===== src/rtl/sup_pkg.sv =====
package sup_pkg;
   localparam int SENSE_N  = 4;
   localparam int IDX_LO   = 0;
   localparam int IDX_HI   = 1;
   localparam int IDX_REG  = 2;
   localparam int IDX_HB   = 3;
endpackage


===== src/rtl/sup_rail_qual.sv =====
module sup_rail_qual #(
   parameter int SYNC_STAGES = 2,
   parameter int DEB_CYCLES  = 4
) (
   input  logic clk,
   input  logic rst_n,
   input  logic raw_i,
   output logic good_o
);
   localparam int CW = (DEB_CYCLES > 1) ? $clog2(DEB_CYCLES) : 1;

   if (SYNC_STAGES < 2) begin : g_bad_sync
      $error("SYNC_STAGES must be at least 2");
   end
   if (DEB_CYCLES < 1) begin : g_bad_deb
      $error("DEB_CYCLES must be at least 1");
   end

   logic [SYNC_STAGES-1:0] sync_q;
   logic                   s_sync;

   always_ff @(posedge clk or negedge rst_n) begin
      if (!rst_n) sync_q <= '0;
      else        sync_q <= {sync_q[SYNC_STAGES-2:0], raw_i};
   end
   assign s_sync = sync_q[SYNC_STAGES-1];

   if (DEB_CYCLES == 1) begin : g_direct
      always_ff @(posedge clk or negedge rst_n) begin
         if (!rst_n) good_o <= 1'b0;
         else        good_o <= s_sync;
      end
   end else begin : g_count
      logic [CW-1:0] cnt_q;
      always_ff @(posedge clk or negedge rst_n) begin
         if (!rst_n) begin
            cnt_q  <= '0;
            good_o <= 1'b0;
         end else if (s_sync != good_o) begin
            if (cnt_q == CW'(DEB_CYCLES - 1)) begin
               cnt_q  <= '0;
               good_o <= s_sync;
            end else begin
               cnt_q <= cnt_q + 1'b1;
            end
         end else begin
            cnt_q <= '0;
         end
      end

      // the counter never runs past its limit
      p_cnt_bound_r6: assert property (@(posedge clk) disable iff (!rst_n)
         cnt_q <= CW'(DEB_CYCLES - 1));
   end

   // a change of the qualified flag always follows the synchronised input
   p_follow_sync_r6: assert property (@(posedge clk) disable iff (!rst_n)
      !$stable(good_o) |-> good_o == $past(s_sync));
endmodule


===== src/rtl/sup_therm_hyst.sv =====
module sup_therm_hyst #(
   parameter int TEMP_W    = 10,
   parameter int HOT_CODE  = 700,
   parameter int COOL_CODE = 600
) (
   input  logic              clk,
   input  logic              rst_n,
   input  logic [TEMP_W-1:0] temp_i,
   output logic              hot_o
);
   if (HOT_CODE <= COOL_CODE) begin : g_bad_band
      $error("HOT_CODE must exceed COOL_CODE");
   end
   if (HOT_CODE >= (1 << TEMP_W)) begin : g_bad_hot
      $error("HOT_CODE does not fit TEMP_W");
   end

   localparam logic [TEMP_W-1:0] HOT_C  = TEMP_W'(HOT_CODE);
   localparam logic [TEMP_W-1:0] COOL_C = TEMP_W'(COOL_CODE);

   logic trip, cool;
   assign trip = (temp_i >= HOT_C);
   assign cool = (temp_i <  COOL_C);

   always_ff @(posedge clk or negedge rst_n) begin
      if (!rst_n)            hot_o <= 1'b0;
      else if (!hot_o && trip) hot_o <= 1'b1;
      else if (hot_o && cool)  hot_o <= 1'b0;
   end

   // a code at or above the trip point always leads to a fault
   p_trip_r1: assert property (@(posedge clk) disable iff (!rst_n)
      (temp_i >= HOT_C) |=> hot_o);
   // inside the band the flag holds its state
   p_band_hold_r2: assert property (@(posedge clk) disable iff (!rst_n)
      (temp_i >= COOL_C && temp_i < HOT_C) |=> $stable(hot_o));
endmodule


===== src/rtl/sup_uvlo.sv =====
module sup_uvlo
   import sup_pkg::*;
(
   input  logic               clk,
   input  logic               rst_n,
   input  logic [SENSE_N-1:0] good_i,
   output logic               lock_o
);
   logic all_good, any_lost;
   assign all_good = &good_i;
   assign any_lost = !good_i[IDX_LO] || !good_i[IDX_REG] || !good_i[IDX_HB];

   always_ff @(posedge clk or negedge rst_n) begin
      if (!rst_n)                 lock_o <= 1'b1;
      else if (lock_o && all_good) lock_o <= 1'b0;
      else if (!lock_o && any_lost) lock_o <= 1'b1;
   end

   // lockout never releases while an auxiliary rail or the high comparator is bad
   p_release_r5: assert property (@(posedge clk) disable iff (!rst_n)
      $fell(lock_o) |-> $past(good_i[IDX_HI] && good_i[IDX_REG] && good_i[IDX_HB]));
   // losing the low comparator while running always trips
   p_trip_r4: assert property (@(posedge clk) disable iff (!rst_n)
      (!lock_o && !good_i[IDX_LO]) |=> lock_o);
endmodule


===== src/rtl/drv_fault_sup.sv =====
module drv_fault_sup
   import sup_pkg::*;
#(
   parameter int TEMP_W      = 10,
   parameter int HOT_CODE    = 700,
   parameter int COOL_CODE   = 600,
   parameter int SYNC_STAGES = 2,
   parameter int DEB_CYCLES  = 4
) (
   input  logic              clk,
   input  logic              rst_n,
   input  logic [TEMP_W-1:0] temp_code,
   input  logic              vcc_lo_ok,
   input  logic              vcc_hi_ok,
   input  logic              vreg_ok,
   input  logic              vhb_ok,
   output logic              drv_off,
   output logic              therm_flt,
   output logic              uv_flt
);
   logic [SENSE_N-1:0] raw_s, good_s;

   always_comb begin
      raw_s          = '0;
      raw_s[IDX_LO]  = vcc_lo_ok;
      raw_s[IDX_HI]  = vcc_hi_ok;
      raw_s[IDX_REG] = vreg_ok;
      raw_s[IDX_HB]  = vhb_ok;
   end

   for (genvar i = 0; i < SENSE_N; i++) begin : g_qual
      sup_rail_qual #(
         .SYNC_STAGES(SYNC_STAGES),
         .DEB_CYCLES (DEB_CYCLES)
      ) u_qual (
         .clk   (clk),
         .rst_n (rst_n),
         .raw_i (raw_s[i]),
         .good_o(good_s[i])
      );
   end

   sup_therm_hyst #(
      .TEMP_W   (TEMP_W),
      .HOT_CODE (HOT_CODE),
      .COOL_CODE(COOL_CODE)
   ) u_therm (
      .clk   (clk),
      .rst_n (rst_n),
      .temp_i(temp_code),
      .hot_o (therm_flt)
   );

   sup_uvlo u_uvlo (
      .clk   (clk),
      .rst_n (rst_n),
      .good_i(good_s),
      .lock_o(uv_flt)
   );

   always_ff @(posedge clk or negedge rst_n) begin
      if (!rst_n) drv_off <= 1'b1;
      else        drv_off <= therm_flt | uv_flt;
   end

   // a hot code at the input disables the driver two edges later
   p_hot_kills_r3: assert property (@(posedge clk) disable iff (!rst_n)
      (temp_code >= TEMP_W'(HOT_CODE)) |=> ##1 drv_off);
   // the driver is only enabled when neither fault was present
   p_enable_clean_r3: assert property (@(posedge clk) disable iff (!rst_n)
      $fell(drv_off) |-> $past(!therm_flt && !uv_flt));
endmodule


===== config.mk =====
export PLATFORM = sky130hd
export DESIGN_NAME = drv_fault_sup
export DESIGN_NICKNAME = d
export VERILOG_FILES = /design/src/rtl/sup_pkg.sv /design/src/rtl/sup_rail_qual.sv /design/src/rtl/sup_therm_hyst.sv /design/src/rtl/sup_uvlo.sv /design/src/rtl/drv_fault_sup.sv
export SDC_FILE = /design/constraint.sdc
export NUM_CORES = 1
export LEC_CHECK = 0
export BUFFER_PORTS_ARGS = -buffer_cell sky130_fd_sc_hd__buf_2
export CAP_MARGIN = 0
export CELL_PAD_IN_SITES_DETAIL_PLACEMENT = 1
export CELL_PAD_IN_SITES_GLOBAL_PLACEMENT = 2
export CORE_ASPECT_RATIO = 0.8
export CORE_MARGIN = 3
export CORE_UTILIZATION = 31
export CTS_CLUSTER_DIAMETER = 40
export DETAILED_ROUTE_END_ITERATION = 10
export GPL_TIMING_DRIVEN = 0
export PLACE_DENSITY_LB_ADDON = 0.15
export SYNTH_ARGS = -nofsm -noshare
export SYNTH_HDL_FRONTEND = slang
export SYNTH_SLANG_ARGS = --single-unit

===== constraint.sdc =====
create_clock -name clk -period 1 [get_ports clk]
set_input_delay 0.05 -clock clk [delete_from_list [all_inputs] [get_ports clk]]
set_output_delay 0.05 -clock clk [all_outputs]
set_load 0.005 [all_outputs]

==> out/results.ini, run 1 <==
[critical_path]
worst_ep_required_time_ns = 0.95
critical_path_class = reg -> out
crit_family = flip-flops
rrSetupSlack_ns = 0.01
crit_cells = 1
cp-end-kind = output port
crit_start = u_uvlo.lock_o
r2r_cells = 2
cpPeakStageDelay_ns = 0.55
path_max_fanout = 2
arrival_ns = 0.96
endpoint = uv_flt
cp-start-kind = flop
worst-path-buf-inv = 1
timing.rr.start = g_qual[1].u_qual.g_count.cnt_q[0]
worstPathCellList = buf_2
crit_slowest_cell = dfstp_2
worst_r2r_endpoint = g_qual[1].u_qual.good_o

[timing]
fmax_mhz = 990
timing.final.ws_setup_ns = -0.00981
hold_viol = 0
finalCritPeriodShare_pct = 101
rsz0062_at_grt = true
tightest_slew_ns = 0.494
drv_slew = 0
setup_viol = 1
fin_crit_ns = 1.01
maxSlewHeadroom_pct = 67.1
clock_skew_ns = 0.00543

[drt]
drtIter0Drc = 11
ant_nets = 0
wl_mm = 1.29
wl_met2_um = 631
wl_met1_um = 571
highest_layer = met4
drc = 0
routed_via_density = 4.27
dr.pass1.iters = 2
vias = 512
drt-wirelength-per-cell_um = 10.7
route.met3.wl_um = 71

[layout]
instances_no_fill = 120
final_common_cell = dfrtp_1
fin_util_pct = 44.7
area_growth_pct = 35.0
fillerInstances = 273
insertedDiodeCount = 0
nets = 105
most-common-layout-cells = 21 x dfrtp_1, 15 x buf_2, 7 x dlygate4sd3_1
drive_gt1_share_pct = 45.2
final_area_um2 = 1120

[job]
cap_viol_max_count = 0

[global_route]
grt_pass1_vias = 539
track_usage_pct = 9.13
grt_max_degree = 24
grt_pass1_wl_mm = 2.26
antenna_found_initial = 0
grt-ovfl-total = 0

[cts]
clk_latency_ns = 0.31
htreeDepth = 1
cts_root_buf = clkbuf_4
cts_buffers = 3
clock_tree.buffer_depth = 2
cts_tree = done
cts_num_sinks = 23
clkTransAtPathRegs_ns = 0.11

[synthesis]
synth_seq_cells = 23
ys_seq_area_share_pct = 69.8
syn_avg_cell_area_um2 = 15.6
ys.warnings.count = 0
synthCells = 53
synthesis.nets = 73
syn-cell-area_um2 = 828
yosysUniqueCellTypes = 18

[placed_design]
placed_cell_area_um2 = 953
placedCellCount = 105
routabilityCongestion = 0.596
port_buffers = 16
dpl.hpwl_um = 869

[floorplan]
initial_core_util_pct = 33.1
fp-row-count = 16
die_y_um = 52.2
die-area_um2 = 3330
io_pins = 19
core_um2 = 2500
die_w_um = 63.8

[run_status]
outcome = complete, but fails checks
violations = setup timing

[worst_hold_path]
worstHoldPathType = in -> reg

[power]
ir_worst_vdd_uv = 1140
pwr_density_cell_nw_per_um2 = 2180
p_leak_nw = 0.521

worst min path at each step:
| stage | to | start | cells after the start | slack, ns |
|---|---|---|---|---|
| 5_1_grt | u_therm.hot_o | temp_code[8] | 2 | 0.009 |
| 6_report | u_therm.hot_o | temp_code[8] | 2 | 0.03 |
| 2_1_floorplan | g_qual[0].u_qual.g_count.cnt_q[0] | rst_n | 0 | -0.25 |
| 3_5_place_dp | g_qual[1].u_qual.g_count.cnt_q[0] | rst_n | 1 | 0.05 |
| 3_3_place_gp | g_qual[1].u_qual.g_count.cnt_q[0] | rst_n | 1 | 0.05 |
| 4_1_cts | u_therm.hot_o | temp_code[8] | 2 | 0.02 |
power by group:
group          switching [mW]  internal, mW  leakage, nW  total, mW
registers               0.168          1.18        0.278       1.35
logic                   0.230         0.445        0.226      0.675
clock network           0.258         0.149       0.0177      0.407
total                   0.656          1.78        0.521       2.43
registers in the layout, indices dropped and copies added (netlist names):
register                     cells
g_qual.u_qual.sync_q             8
drv_off                          1
g_qual.u_qual.g_count.cnt_q      8
g_qual.u_qual.good_o             4
u_uvlo.lock_o                    1
u_therm.hot_o                    1
Yosys cell counts:
library cell | instances | area (um^2)
a21oi_2 | 1 | 8.76
and2_1 | 2 | 12.5
dfrtp_1 | 21 | 526
dfstp_2 | 2 | 52.6
ha_1 | 4 | 50.1
inv_1 | 1 | 3.75
mux2_2 | 4 | 45.0
nand2_1 | 2 | 7.51
nand4_1 | 1 | 6.26
nor2_1 | 1 | 3.75
nor2b_1 | 2 | 12.5
nor3_1 | 3 | 15.0
nor3b_2 | 2 | 25.0
o2111ai_1 | 1 | 8.76
o311a_1 | 1 | 10.0
or2_2 | 1 | 6.26
xnor2_1 | 2 | 17.5
xor2_1 | 2 | 17.5
through the flow:
step	setup WS [ns]	setup TNS (ns)	hold slack, ns	power (mW)
global route	-0.0553	-0.150	0.00900	2.65
detailed placement	-0.0242	-0.0242	0.0481	1.86
global placement	-0.0121	-0.0203	0.0528	1.84
finish	-0.00981	-0.00981	0.0284	2.43
CTS	-0.0279	-0.0337	0.0155	2.40
floorplan	0.0289	0	-0.246	1.70
logic make-up (layout without fill, tap and decap cells):
| logic type | after synthesis | in the layout | share of synthesized area [%] |
|---|---|---|---|
| xor+xnor | 4 | 4 | 4.23 |
| fa+ha+maj | 4 | 4 | 6.04 |
| simple gates | 14 | 14 | 10.7 |
| flops | 23 | 23 | 69.8 |
| mux | 4 | 4 | 5.44 |
| buf+inv | 1 | 32 | 0.453 |
| compound gates | 3 | 3 | 3.32 |
layout make-up:
| class | count | area (um^2) | share of cell area [%] |
|---|---|---|---|
| Sequential cell | 23 | 578 | 51.7 |
| Multi-Input combinational cell | 29 | 278 | 24.8 |
| Timing Repair Buffer | 27 | 186 | 16.7 |
| Tap cell | 36 | 45.0 | 4.03 |
| Inverter | 1 | 3.75 | 0.336 |
| Clock inverter | 1 | 5.00 | 0.447 |
| Clock buffer | 3 | 22.5 | 2.01 |
per-layer routing:
metal  track usage (%)  up-vias
met5                 0        -
met3              4.51        2
met4              4.30        0
met2              15.1       11
met1              9.86      255
li1                  -      244
what timing repair did:
action / in CTS / in global routing
pin swaps: 2 / 2
hold buffers: 7 / 0
buffers inserted: 4 / 0
endpoints found under the hold margin: 26 / 0
gates resized for setup: 3 / 6
endpoints found under the setup margin: 4 / 7
(Power assumes the default switching activity.)
==> inputs of run 2 (changes only) <==
ABC_AREA = 1   (was unset)
CELL_PAD_IN_SITES_DETAIL_PLACEMENT = unset   (was 1)
CELL_PAD_IN_SITES_GLOBAL_PLACEMENT = unset   (was 2)
CORE_UTILIZATION = 45   (was 31)
==> run 2 against run 1 <==
Against the previous run: the run now ends clean; clock-buffer cell count grew 1; combinational power grew 3%; die area shrank 26%; clock skew shrank 0.0039 ns; highest routed layer is now met3; sequential power is essentially flat; first-iteration DRC count shrank 91%; non-clock buffer count shrank 1; clock power shrank 1%; sequential share of layout area grew 0.23 points; maximum frequency grew 1.3%; synthesized cell count grew 32%; register-to-register slack is essentially flat.
==> out/results.ini, run 2 <==
[run_status]
outcome = finished, final reports clean

[critical_path]
cpPeakStageDelay_ns = 0.41  ; -0.14 ns
cp-start-kind = flop
worstPathCellList = ha_2 > mux2_4
worst_ep_required_time_ns = 1.20  ; +0.25 ns
timing.rr.start = g_qual[2].u_qual.g_count.cnt_q[0]
r2r_cells = 2  ; unchanged
worst_r2r_endpoint = g_qual[2].u_qual.good_o
worst-path-buf-inv = 0  ; -1
crit_slowest_cell = dfrtp_1
critical_path_class = reg -> reg
arrival_ns = 1.19  ; +0.23 ns
cp-end-kind = flop
rrSetupSlack_ns = 0.003  ; about the same
crit_family = flip-flops
path_max_fanout = 2  ; unchanged

[floorplan]
core_um2 = 1710  ; -32%
initial_core_util_pct = 50.0  ; +17 points
fp-row-count = 13  ; -3
die_y_um = 45.0  ; -14%
io_pins = 19  ; unchanged
die-area_um2 = 2460  ; -26%
die_w_um = 54.7  ; -14%

[layout]
area_growth_pct = 30.3
instances_no_fill = 122  ; +1.7%
seqCellArea_um2 = 578  ; unchanged
insertedDiodeCount = 0  ; unchanged
multi_input_area_um2 = 258  ; -7.2%
final_common_cell = dfrtp_1
fillerInstances = 148  ; -46%
drive_gt1_share_pct = 34.0  ; -11 points
nets = 121  ; +15%
most-common-layout-cells = 21 x dfrtp_1, 15 x buf_2, 12 x inv_1, 12 x nand2_1, 7 x dlygate4sd3_1
top_regs = g_qual.u_qual.g_count.cnt_q: 8 flops, g_qual.u_qual.sync_q: 8 flops, g_qual.u_qual.good_o: 4 flops

[placed_design]
placedCellCount = 108  ; +2.9%
dpl.hpwl_um = 874  ; +0.53%
routabilityCongestion = 0.664  ; +11%
port_buffers = 16  ; unchanged

[global_route]
grt-ovfl-total = 0  ; unchanged
grt_pass1_vias = 496  ; -8.0%
antenna_found_initial = 0  ; unchanged
grt_pass1_wl_mm = 2.06  ; -9.1%
track_usage_pct = 11.9  ; +2.8 points
grt_max_degree = 24  ; unchanged

[job]
cap_viol_max_count = 0  ; unchanged

[synthesis]
synthCells = 70  ; +32%
synth-edff-count = 0  ; unchanged
synthArstFlopShare_pct = 100  ; unchanged
syn-cell-area_um2 = 855  ; +3.2%
yosysUniqueCellTypes = 11  ; -7
syn_avg_cell_area_um2 = 12.2  ; -22%
synth.most_common_cell = dfrtp_1
synth_area_leaders = dfrtp_1 61%, dfstp_2 6.1%, ha_1 5.9%
ys.warnings.count = 0  ; unchanged
synth-main-ff-cell = dfrtp_1
synth_seq_cells = 23  ; unchanged
yosys.area.top_type = dfrtp_1
synthTopCellsByCount = 21 x dfrtp_1, 12 x inv_1, 12 x nand2_1
synth_top_area_share_pct = 61.5  ; -2.0 points
synthesis.nets = 90  ; +23%
ys_seq_area_share_pct = 67.6  ; -2.1 points

[cts]
cts_root_buf = clkbuf_4
clock_tree.buffer_depth = 2  ; unchanged
cts_num_sinks = 23  ; unchanged
clkTransAtPathRegs_ns = 0.11  ; about the same
cts_buffers = 3  ; unchanged
clk_latency_ns = 0.30  ; about the same
cts_tree = done
htreeDepth = 1  ; unchanged

[drt]
dr.pass1.iters = 3  ; +1
drc = 0  ; unchanged
drt-wirelength-per-cell_um = 10.3  ; -4.2%
vias = 546  ; +6.6%
routed_via_density = 4.48  ; +4.9%
drtIter0Drc = 1  ; -10
wl_mm = 1.26  ; -2.6%
ant_nets = 0  ; unchanged

[timing]
setup_viol = 0  ; -1
fin_crit_ns = 0.997  ; -0.0130 ns
fmax_mhz = 1000  ; +1.3%
maxSlewHeadroom_pct = 68.2  ; +1.2 points
rsz0062_at_grt = true
tns_ns = 0  ; +0.00981 ns
tightest_slew_ns = 0.477  ; -0.0175 ns
worst_hold_slack_ns = 0.0792  ; +0.0508 ns
clock_skew_ns = 0.00155  ; -0.00388 ns
hold_viol = 0  ; unchanged
finalCritPeriodShare_pct = 99.7  ; -1.3 points
drv_slew = 0  ; unchanged

[power]
power_frac_comb_pct = 28.5  ; +0.8 points
p_leak_nw = 0.574  ; +10%
clkPwrFrac_pct = 16.4  ; -0.3 points
p_switching_uw = 682  ; +4.0%
netSwitchingFraction_pct = 28.0  ; +1.0 points
pwr_density_cell_nw_per_um2 = 2190  ; +0.61%
seq_power_share_pct = 55.1  ; -0.4 points
ir_worst_vdd_uv = 1720  ; +51%
p_int_mw = 1.76  ; -1.2%

[worst_hold_path]
timing.hold.worst_path_depth = 5  ; +3
holdPathEnd = u_therm.hot_o
hp-start = temp_code[3]
worstHoldPathType = in -> reg

[run 2: worst reg2reg max path: stages (launching register included)]
cell     delay (ns)
dfrtp_1        0.41
ha_2           0.19
mux2_4         0.29
[run 2: metal layers]
| layer | up-vias | track usage, % | part of all wire [%] | wire [um] |
|---|---|---|---|---|
| met5 | - | 0 | 0 | 0 |
| met4 | 0 | 1.49 | 0 | 0 |
| met3 | 0 | 6.93 | 5.7 | 72 |
| met2 | 9 | 17.7 | 51 | 638 |
| met1 | 262 | 15.6 | 43 | 545 |
| li1 | 275 | - | - | - |
[run 2: layout make-up]
cell class / instances / area share (%)
Tap cell: 22 / 2.47
Clock buffer: 4 / 2.36
Sequential cell: 23 / 51.9
Inverter: 12 / 4.04
Multi-Input combinational cell: 35 / 23.1
Timing Repair Buffer: 26 / 16.1
[run 2: logic make-up after synthesis]
group | share of synthesized area [%]
XOR/XNOR | 4.10
flip-flops | 67.6
buffers and inverters | 5.27
AND/OR/NAND/NOR | 9.81
AO/OA/AOI/OAI | 2.05
multiplexers | 5.27
adder cells (fa/ha/maj) | 5.86
[run 2: timing repair]
item	4_1_cts	5_1_grt
pin swaps	1	2
buffers inserted	2	1
hold buffers	7	0
endpoints found under the setup margin	3	7
hold endpoints to repair	26	0
resized for setup	1	8
[run 2: worst max-delay path by stage]
stage | from | end | cells after the start
after floorplan | g_qual[0].u_qual.g_count.cnt_q[0] | g_qual[0].u_qual.good_o | 2
after global placement | g_qual[3].u_qual.g_count.cnt_q[0] | g_qual[3].u_qual.good_o | 2
after detailed placement | g_qual[1].u_qual.g_count.cnt_q[0] | g_qual[1].u_qual.good_o | 2
after CTS | u_uvlo.lock_o | uv_flt | 1
after global routing | u_uvlo.lock_o | uv_flt | 1
final | g_qual[2].u_qual.g_count.cnt_q[0] | g_qual[2].u_qual.good_o | 2
[run 2: power by group through the flow]
stage | combinational, mW | sequential [mW] | clock (mW)
5_1_grt | 0.812 | 1.38 | 0.476
4_1_cts | 0.603 | 1.33 | 0.425
3_5_place_dp | 0.540 | 1.35 | 0
6_report | 0.694 | 1.34 | 0.401
3_3_place_gp | 0.513 | 1.34 | 0
2_1_floorplan | 0.407 | 1.32 | 0
[run 2: stage by stage]
| step | area, um^2 | worst slack, ns | power (mW) | utilization, % |
|---|---|---|---|---|
| 2_1_floorplan | 855 | 0.0567 | 1.73 | - |
| 3_3_place_gp | 962 | 0.0257 | 1.86 | 56.3 |
| 3_5_place_dp | 962 | 0.0217 | 1.89 | 56.3 |
| 4_1_cts | 1080 | -0.0113 | 2.36 | 63.0 |
| 5_1_grt | 1110 | -0.0458 | 2.66 | 65.2 |
| 6_report | 1110 | 0.00315 | 2.44 | 65.2 |
